===== src/rtl/eag_pkg.sv =====
package eag_pkg;

    localparam int ADDR_W = 16;
    localparam int DATA_W = 8;
    localparam int MODE_W = 4;

    typedef enum logic [MODE_W-1:0] {
        AM_IMPL    = 4'd0,
        AM_ACC     = 4'd1,
        AM_IMM     = 4'd2,
        AM_ZP      = 4'd3,
        AM_ZPX     = 4'd4,
        AM_ZPY     = 4'd5,
        AM_ABS     = 4'd6,
        AM_ABSX    = 4'd7,
        AM_ABSY    = 4'd8,
        AM_REL     = 4'd9,
        AM_ZPREL   = 4'd10,
        AM_ZPIND   = 4'd11,
        AM_ZPXIND  = 4'd12,
        AM_ZPINDY  = 4'd13,
        AM_ABSIND  = 4'd14,
        AM_ABSXIND = 4'd15
    } am_e;

    typedef struct packed {
        logic [ADDR_W-1:0] addr;
        logic [ADDR_W-1:0] target;
        logic              crossed;
    } ea_res_t;

    function automatic logic [ADDR_W-1:0] rel_add(logic [ADDR_W-1:0] base,
                                                  logic [DATA_W-1:0] off);
        return base + {{(ADDR_W-DATA_W){off[DATA_W-1]}}, off};
    endfunction

    function automatic logic needs_ptr(am_e m);
        return m inside {AM_ZPIND, AM_ZPXIND, AM_ZPINDY, AM_ABSIND, AM_ABSXIND};
    endfunction

    function automatic logic ptr_in_zp(am_e m);
        return m inside {AM_ZPIND, AM_ZPXIND, AM_ZPINDY};
    endfunction

endpackage


===== src/rtl/eag_direct_calc.sv =====
module eag_direct_calc
    import eag_pkg::*;
(
    input  am_e                 mode,
    input  logic [DATA_W-1:0]   lo,
    input  logic [DATA_W-1:0]   hi,
    input  logic [DATA_W-1:0]   x,
    input  logic [DATA_W-1:0]   y,
    input  logic [ADDR_W-1:0]   pc,
    output ea_res_t             res,
    output logic [ADDR_W-1:0]   ptr_addr
);
    localparam int PAD = ADDR_W - DATA_W;

    logic [ADDR_W-1:0] base;
    logic [ADDR_W-1:0] base_x;
    logic [ADDR_W-1:0] base_y;
    logic [DATA_W-1:0] zp_x;
    logic [DATA_W-1:0] zp_y;

    always_comb begin
        base   = {hi, lo};
        base_x = base + {{PAD{1'b0}}, x};
        base_y = base + {{PAD{1'b0}}, y};
        zp_x   = lo + x;
        zp_y   = lo + y;

        res      = '0;
        ptr_addr = '0;
        unique case (mode)
            AM_IMPL, AM_ACC: res.addr = '0;
            AM_IMM:          res.addr = pc - 1'b1;
            AM_ZP:           res.addr = {{PAD{1'b0}}, lo};
            AM_ZPX:          res.addr = {{PAD{1'b0}}, zp_x};
            AM_ZPY:          res.addr = {{PAD{1'b0}}, zp_y};
            AM_ABS:          res.addr = base;
            AM_ABSX: begin
                res.addr    = base_x;
                res.crossed = base_x[ADDR_W-1:DATA_W] != hi;
            end
            AM_ABSY: begin
                res.addr    = base_y;
                res.crossed = base_y[ADDR_W-1:DATA_W] != hi;
            end
            AM_REL:          res.addr = rel_add(pc, lo);
            AM_ZPREL: begin
                res.addr   = {{PAD{1'b0}}, lo};
                res.target = rel_add(pc, hi);
            end
            AM_ZPIND, AM_ZPINDY: ptr_addr = {{PAD{1'b0}}, lo};
            AM_ZPXIND:           ptr_addr = {{PAD{1'b0}}, zp_x};
            AM_ABSIND:           ptr_addr = base;
            AM_ABSXIND:          ptr_addr = base_x;
            default:             res = '0;
        endcase
    end

endmodule


===== src/rtl/eag_ptr_seq.sv =====
module eag_ptr_seq
    import eag_pkg::*;
(
    input  logic                clk,
    input  logic                rst,
    input  logic                launch,
    input  logic [ADDR_W-1:0]   ptr_addr,
    input  logic                zp_wrap,
    output logic                mem_re,
    output logic [ADDR_W-1:0]   mem_addr,
    input  logic [DATA_W-1:0]   mem_rdata,
    output logic                busy,
    output logic                ptr_valid,
    output logic [ADDR_W-1:0]   ptr_val
);
    typedef enum logic [1:0] {S_IDLE, S_RD_LO, S_RD_HI, S_FIN} seq_e;

    seq_e              state;
    logic [ADDR_W-1:0] pa_q;
    logic              wrap_q;
    logic [DATA_W-1:0] lo_q;
    logic [ADDR_W-1:0] pa_next;

    always_comb begin
        if (wrap_q)
            pa_next = {{(ADDR_W-DATA_W){1'b0}}, pa_q[DATA_W-1:0] + 1'b1};
        else
            pa_next = pa_q + 1'b1;
    end

    always_ff @(posedge clk) begin
        if (rst) begin
            state  <= S_IDLE;
            pa_q   <= '0;
            wrap_q <= 1'b0;
            lo_q   <= '0;
        end else begin
            unique case (state)
                S_IDLE: if (launch) begin
                    state  <= S_RD_LO;
                    pa_q   <= ptr_addr;
                    wrap_q <= zp_wrap;
                end
                S_RD_LO: state <= S_RD_HI;
                S_RD_HI: begin
                    lo_q  <= mem_rdata;
                    state <= S_FIN;
                end
                S_FIN:   state <= S_IDLE;
                default: state <= S_IDLE;
            endcase
        end
    end

    assign mem_re    = (state == S_RD_LO) || (state == S_RD_HI);
    assign mem_addr  = (state == S_RD_HI) ? pa_next : (state == S_RD_LO) ? pa_q : '0;
    assign busy      = state != S_IDLE;
    assign ptr_valid = state == S_FIN;
    assign ptr_val   = {mem_rdata, lo_q};


    ptr_zero_page_chk: assert property (@(posedge clk) disable iff (rst)
        (mem_re && wrap_q) |-> (mem_addr[ADDR_W-1:DATA_W] == '0));


    read_second_chk: assert property (@(posedge clk) disable iff (rst)
        $rose(mem_re) |=> mem_re);


    read_pair_end_chk: assert property (@(posedge clk) disable iff (rst)
        (mem_re && $past(mem_re)) |=> !mem_re);

endmodule


===== src/rtl/effective_addr_gen.sv =====
module effective_addr_gen
    import eag_pkg::*;
(
    input  logic                clk,
    input  logic                rst,
    input  logic                start,
    input  logic [MODE_W-1:0]   mode,
    input  logic [DATA_W-1:0]   opnd_lo,
    input  logic [DATA_W-1:0]   opnd_hi,
    input  logic [DATA_W-1:0]   idx_x,
    input  logic [DATA_W-1:0]   idx_y,
    input  logic [ADDR_W-1:0]   next_pc,
    output logic                mem_re,
    output logic [ADDR_W-1:0]   mem_addr,
    input  logic [DATA_W-1:0]   mem_rdata,
    output logic                done,
    output logic [ADDR_W-1:0]   eff_addr,
    output logic [ADDR_W-1:0]   br_target,
    output logic                page_crossed
);
    localparam int PAD = ADDR_W - DATA_W;

    am_e               mode_in;
    ea_res_t           dres;
    logic [ADDR_W-1:0] dptr;
    logic              seq_busy;
    logic              ptr_valid;
    logic [ADDR_W-1:0] ptr_val;
    logic              accept;
    logic              launch;

    am_e               mode_q;
    logic [DATA_W-1:0] y_q;
    ea_res_t           res_q;
    logic              done_q;
    ea_res_t           ind_res;
    logic [ADDR_W-1:0] post_sum;

    assign mode_in = am_e'(mode);
    assign accept  = start && !seq_busy;
    assign launch  = accept && needs_ptr(mode_in);

    eag_direct_calc u_direct (
        .mode     (mode_in),
        .lo       (opnd_lo),
        .hi       (opnd_hi),
        .x        (idx_x),
        .y        (idx_y),
        .pc       (next_pc),
        .res      (dres),
        .ptr_addr (dptr)
    );

    eag_ptr_seq u_seq (
        .clk       (clk),
        .rst       (rst),
        .launch    (launch),
        .ptr_addr  (dptr),
        .zp_wrap   (ptr_in_zp(mode_in)),
        .mem_re    (mem_re),
        .mem_addr  (mem_addr),
        .mem_rdata (mem_rdata),
        .busy      (seq_busy),
        .ptr_valid (ptr_valid),
        .ptr_val   (ptr_val)
    );

    always_comb begin
        post_sum = ptr_val + {{PAD{1'b0}}, y_q};
        ind_res  = '0;
        if (mode_q == AM_ZPINDY) begin
            ind_res.addr    = post_sum;
            ind_res.crossed = post_sum[ADDR_W-1:DATA_W] != ptr_val[ADDR_W-1:DATA_W];
        end else begin
            ind_res.addr = ptr_val;
        end
    end

    always_ff @(posedge clk) begin
        if (rst) begin
            mode_q <= AM_IMPL;
            y_q    <= '0;
            res_q  <= '0;
            done_q <= 1'b0;
        end else begin
            done_q <= 1'b0;
            if (accept) begin
                mode_q <= mode_in;
                y_q    <= idx_y;
                if (!needs_ptr(mode_in)) begin
                    res_q  <= dres;
                    done_q <= 1'b1;
                end
            end
            if (ptr_valid) begin
                res_q  <= ind_res;
                done_q <= 1'b1;
            end
        end
    end

    assign done         = done_q;
    assign eff_addr     = res_q.addr;
    assign br_target    = res_q.target;
    assign page_crossed = res_q.crossed;


    direct_latency_chk: assert property (@(posedge clk) disable iff (rst)
        (start && !seq_busy && !needs_ptr(mode_in)) |=> done);


    implied_zero_chk: assert property (@(posedge clk) disable iff (rst)
        (done && (mode_q == AM_IMPL || mode_q == AM_ACC)) |-> (eff_addr == '0));


    zp_page_chk: assert property (@(posedge clk) disable iff (rst)
        (done && (mode_q inside {AM_ZP, AM_ZPX, AM_ZPY, AM_ZPREL}))
            |-> (eff_addr[ADDR_W-1:DATA_W] == '0));


    crossed_mode_chk: assert property (@(posedge clk) disable iff (rst)
        (done && page_crossed) |-> (mode_q inside {AM_ABSX, AM_ABSY, AM_ZPINDY}));


    target_mode_chk: assert property (@(posedge clk) disable iff (rst)
        (done && mode_q != AM_ZPREL) |-> (br_target == '0));


    no_done_mid_read_chk: assert property (@(posedge clk) disable iff (rst)
        (mem_re && $past(mem_re)) |-> !done);

endmodule


===== config.mk =====
export PLATFORM = sky130hd
export DESIGN_NAME = effective_addr_gen
export DESIGN_NICKNAME = d
export VERILOG_FILES = /design/src/rtl/eag_pkg.sv /design/src/rtl/eag_direct_calc.sv /design/src/rtl/eag_ptr_seq.sv /design/src/rtl/effective_addr_gen.sv
export SDC_FILE = /design/constraint.sdc
export NUM_CORES = 1
export LEC_CHECK = 0
export BUFFER_PORTS_ARGS = -buffer_cell sky130_fd_sc_hd__buf_2
export CORE_ASPECT_RATIO = 2
export CORE_MARGIN = 1
export CORE_UTILIZATION = 63
export CTS_CLUSTER_SIZE = 25
export DETAILED_ROUTE_END_ITERATION = 7
export MAX_ROUTING_LAYER = met4
export PLACE_DENSITY = 0.85
export SLEW_MARGIN = 30
export SYNTH_ARGS = -nofsm -noshare
export SYNTH_HDL_FRONTEND = slang
export SYNTH_SLANG_ARGS = --single-unit
export TNS_END_PERCENT = 20

===== constraint.sdc =====
create_clock -name clk -period 9.1 [get_ports clk]
set_input_delay 0.91 -clock clk [delete_from_list [all_inputs] [get_ports clk]]
set_output_delay 0.91 -clock clk [all_outputs]
set_load 0.05 [all_outputs]

# == After elaboration in Yosys (flattened, before gate mapping) ==
# Index checks and enable logic that the tools add are counted.
# classes
n_bitwise,1
n_eq_ne,23
n_addsub,10
reduce_logical,15
muxes,17
# ops
operator,n
$pmux W16 S8,1
$mux W33,3
$mux W16,5
$pmux W16 S4,1
$add A16 B8 Y16,3
$eq A4 B4 Y1 const B,9
$add A16 B16 Y16,2
$ne A8 B8 Y1,3
$add A16 B1 Y16 const B,1
$add A8 B8 Y8,2
$eq A4 B3 Y1 const B,4
$sub A16 B1 Y16 const B,1
$add A8 B1 Y8 const B,1
$eq A4 B2 Y1 const B,2
$pmux W2 S4,1
$reduce_and A2 Y1,3
$reduce_or A2 Y1,3
$reduce_bool A5 Y1,1
$eq A2 B2 Y1 const B,2
$mux W1,4
$ne A2 B2 Y1 const B,2
$reduce_bool A2 Y1,2
$reduce_bool A3 Y1,1
$eq A2 B1 Y1 const B,1
7 further kinds,8
# totals
regBits,73

# == Longest topological paths before layout ==
# depth
ltp_word,6
mapped_depth,15
mapped_depth_nobuf,14

# == Modules after synthesis ==
# From an unflattened synthesis, not the netlist that was laid out.
# hier_totals
cells_unflattened,981
area_unflattened_um2,7268.2
# by_module_without_submodules
mod,instances,area_each_um2,cells_per_inst
eag_direct_calc,1,3311.9,479
effective_addr_gen,1,2374.8,296
eag_ptr_seq,1,1581.5,206

# == Worst setup path after synthesis ==
# Ideal clock, no wire load.
# synth_path
path_kind,input-to-reg
from,in mode[0]
to,"reg res_q, in the netlist eff_addr[13]"
slack_ns,5.479
t_required_ns,8.969
arrival_time_ns,3.490
path_buffers,2
stages,12
cell_sequence,buf_2 clkbuf_1 and2_0 nand2b_1 ha_1 and3_1 a21oi_1 o21ai_2 o221a_4 or3_1 a32oi_1 o22ai_1
# synth_between
elab_chain_cells,6
# synth_rtl
item,line_no,source
"start, declared",effective_addr_gen.sv:7,"input logic [MODE_W-1:0] mode,"
$eq A4 B2 Y1 or $eq A4 B4 Y1 (tied branches),eag_direct_calc.sv:30,unique case (mode)
$reduce_or A2 Y1 (no line),n/a,
$pmux W16 S8,eag_direct_calc.sv:30,
$mux W33,effective_addr_gen.sv:90,if (!needs_ptr(mode_in)) begin
$mux W33,effective_addr_gen.sv:87,if (accept) begin
$mux W33,effective_addr_gen.sv:95,if (ptr_valid) begin
"end signal, assigned",effective_addr_gen.sv:91,res_q <= dres;
"end signal, assigned",effective_addr_gen.sv:96,res_q <= ind_res;
"end, declared",effective_addr_gen.sv:34,ea_res_t res_q;
# Several ways; a longest one is shown, not always the timed one. The select of a mux whose other input is x is not followed.
# A chain may end at the register's enable or synchronous reset.

# == Worst setup path after layout ==
# layout_path
from,in mode[2]
to,"reg res_q, in the netlist eff_addr[14]"
# Same word-level chain as after synthesis.

==> impl_metrics.toml <==
[outcome]
status = "finished clean"

[setup_path]
cp_cell_sequence = "buf_2, nand2b_1, nor2_1, and2_0, nand2b_1, ha_1, inv_1, fa_1, o21ai_0, a221oi_1, a2111o_1, a211o_1, nand3_1, o21ai_0"
r2r_start = "u_seq.state[0]$_SDFFE_PP0P_"
critical_path.startpoint = "mode[2]"
slowest_delay_ps = 460
endpoint = "eff_addr[14]$_SDFFE_PP0P_"
cp_max_fo = 15
cp-end-kind = "flip-flop"
r2r_setup_slack_ps = 5900
crit_slowest_cell = "o21ai_0"
r2r_end = "eff_addr[15]$_SDFFE_PP0P_"
cp.required_ps = 9320
startpoint_type = "primary input"
critPathBufInv = 2
cp.depth = 14
worst_ep_arrival_time_ps = 4200
critPathKind = "primary input to flip-flop"
cp_top_family = "compound AO/OA/AOI/OAI gates"
rr_worst_depth = 10

[yosys]
yosysWarnings = 0
synth_fp_nets = 1025
yosysSeqAreaShare = 0.2173
synthArstFlopShare = 0
synth-seq-cells = 73
syn_avg_cell_area_um2 = 7.514
netlist_area_mm2 = 0.006725
syn_inst = 895
synth_edf_count = 0
yosys_most_used_dff = "dfxtp_1"
synth.distinct_cells = 77

[timing]
setup_tns_ps = 0
setup_viol = 0
fmax_mhz = 251.8
layout_min_cycle_time_ps = 3972
clock_skew_ps = 7.140
slew_headroom = 0.3274
worst_slew_pin_slew_ps = 1001
rsz0062_at_grt = "false"
finalCritPeriodShare = 0.4364
hold_viol_final = 0
timing.final.max_slew_violations = 0

[cts]
cts_tree = "yes"
clkTransAtPathRegs_ps = 60
clock-sinks = 73
root_buffer = "clkbuf_16"
cts.path.max_buffers = 2
numCtsBuffers = 9
ctsResizeCount = 0
cts_setup_buffers = 0
clk_latency_ps = 340
htree_levels = 3
ctsHoldBuffers = 0

[floorplan]
fp-row-count = 53
core_area_mm2 = 0.01041
die_height_um = 148.1
ios = 114
start_util = 0.6460
fp.dieArea_mm2 = 0.01112
die_x_um = 75.06

[place]
placed_cells_incl_taps = 1114
place.gp.congestion = 1.054
place_hpwl_mm = 17.26
port_buffers = 113

[global_routing]
grt_pass1_wl_mm = 33.67
grt_pass1_vias = 6817
antenna_found_initial = 0
grt_max_degree = 50
track_usage = 0.4209
grt-ovfl-total = 0

[cells_and_area]
areaGrowthSynthToFinish_pct = 13.56
nets = 1118
finalNonFillerCells = 1129
drive_gt1_frac = 0.1522
num_antenna_cells = 0

[route]
drc = 0
vias = 7215
drt_pass1_iterations = 5
wirelength_mm = 21.99
via_per_inst = 6.391
antenna_left = 0
drt_iter0_drc = 444
routedWlPerCell_um = 19.47

[job]
max_cap_viol_count = 0

[power_and_ir_drop]
static-leakage-power_nw = 3.238
powerDensity_mw_per_mm2 = 163.7
vdd_drop_max_v = 0.00009966

[worst_hold_path]
min_path_type = "flip-flop to flip-flop"
## sequential cells by signal (all words and copies together) (netlist names)
register / flops
u_seq.pa_q: 16
eff_addr: 16
mode_q: 4
br_target: 16
u_seq.lo_q: 8
y_q: 8
done: 1
page_crossed: 1
u_seq.wrap_q: 1
u_seq.state: 2
## power by group
group	switching [W]	leakage (nW)	internal, W
Clock	0.000143	0.139	0.000211
Combinational	0.000343	2.51	0.000171
Sequential	0.0000278	0.593	0.000355
Total	0.000514	3.24	0.000736
## synth_stat cells (3+ instances only)
library cell	count	share of area
o21ai_0	73	0.054
nand3_1	34	0.025
o21bai_1	6	0.0067
clkbuf_1	24	0.013
mux2_2	3	0.0050
xnor2_1	42	0.055
ha_1	62	0.12
a31oi_1	7	0.0065
buf_1	4	0.0022
a211o_1	3	0.0039
o22ai_1	4	0.0037
nand4_1	3	0.0028
nand2b_1	25	0.023
a22oi_1	26	0.029
dfxtp_1	73	0.22
o211ai_1	6	0.0067
nor3_1	18	0.013
nor4_1	3	0.0028
nor2b_1	15	0.014
xor2_1	23	0.030
mux2i_1	11	0.016
nand2_1	106	0.059
and3_1	13	0.012
a211oi_1	8	0.0089
a21oi_1	70	0.052
fa_1	5	0.015
o2111ai_1	4	0.0052
a222oi_1	4	0.0060
o21a_1	12	0.013
a221oi_1	8	0.010
buf_2	6	0.0045
a21o_1	11	0.012
inv_1	27	0.015
nor2_1	89	0.050
o41ai_1	3	0.0039
or3_1	8	0.0074
## logic make-up (layout without fill, tap and decap cells)
group                    after synthesis  count (layout)  synth area share
multiplexers                          14              14           0.02140
flip-flops                            73              73            0.2173
XOR/XNOR                              65              65           0.08465
AND/OR/NAND/NOR                      329             329            0.2277
buffers and inverters                 63             160           0.03702
adder cells (fa/ha/maj)               67              67            0.1302
AO/OA/AOI/OAI                        284             284            0.2817
## per-layer routing
layer | vias to the layer above | routed length, um | track usage
met5 | - | 0 | -
met4 | 0 | 1838 | 0.3368
met3 | 108 | 1209 | 0.09011
met2 | 290 | 11370 | 0.7162
met1 | 3354 | 7568 | 0.3876
li1 | 3463 | - | -
## metrics by stage
stage | cell area [um2] | hold WS (ps) | util | setup slack (ps) | total power [W]
after floorplan | 6725 | 440.0 | - | 5479 | 0.0007540
after global placement | 7352 | 433.1 | 0.7062 | 4927 | 0.0008841
after detailed placement | 7352 | 447.2 | 0.7062 | 4806 | 0.0008909
after CTS | 7637 | 459.6 | 0.7336 | 5159 | 0.001242
after global routing | 7637 | 489.6 | 0.7336 | 4830 | 0.001310
final | 7637 | 460.7 | 0.7336 | 5128 | 0.001250
## cells in the final DEF, fill, tap and decap left out, types with 5 or more instances in the layout
master and n:
a221oi_1 8, nor3_1 18, ha_1 62, buf_4 5, mux2i_1 11, xor2_1 23
fa_1 5, dfxtp_1 73, o21a_1 12, or3_1 8, nand2b_1 25, a22oi_1 26
a31oi_1 7, and3_1 13, buf_2 113, nand2_1 106, a21o_1 11, o21ai_0 73
o211ai_1 6, nor2_1 89, a21oi_1 70, o21bai_1 6, nor2b_1 15, clkbuf_16 9
a211oi_1 8, xnor2_1 42, inv_1 27, nand3_1 34
## final cells by class
type                    instances  area, um2
well taps                     137      171.4
flip-flops and latches         73       1461
repair buffers                118      603.1
clock buffers                  10      229.0
multi-input cells             759       5015
fillers                       915       2774
clock inverters                 5      56.30
inverters                      27      101.3
## how the worst min path moves through the flow
stage | start | end | slack (ps) | cells after the start
6_report | br_target[13]$_SDFFE_PP0P_ | br_target[13]$_SDFFE_PP0P_ | 460 | 1
5_1_grt | br_target[9]$_SDFFE_PP0P_ | br_target[9]$_SDFFE_PP0P_ | 490 | 2
4_1_cts | mode_q[1]$_SDFFE_PP0P_ | mode_q[1]$_SDFFE_PP0P_ | 460 | 2
3_5_place_dp | br_target[13]$_SDFFE_PP0P_ | br_target[13]$_SDFFE_PP0P_ | 450 | 1
3_3_place_gp | br_target[12]$_SDFFE_PP0P_ | br_target[12]$_SDFFE_PP0P_ | 430 | 2
2_1_floorplan | mode_q[1]$_SDFFE_PP0P_ | mode_q[1]$_SDFFE_PP0P_ | 440 | 2
Power figures use the tool's default switching activity.
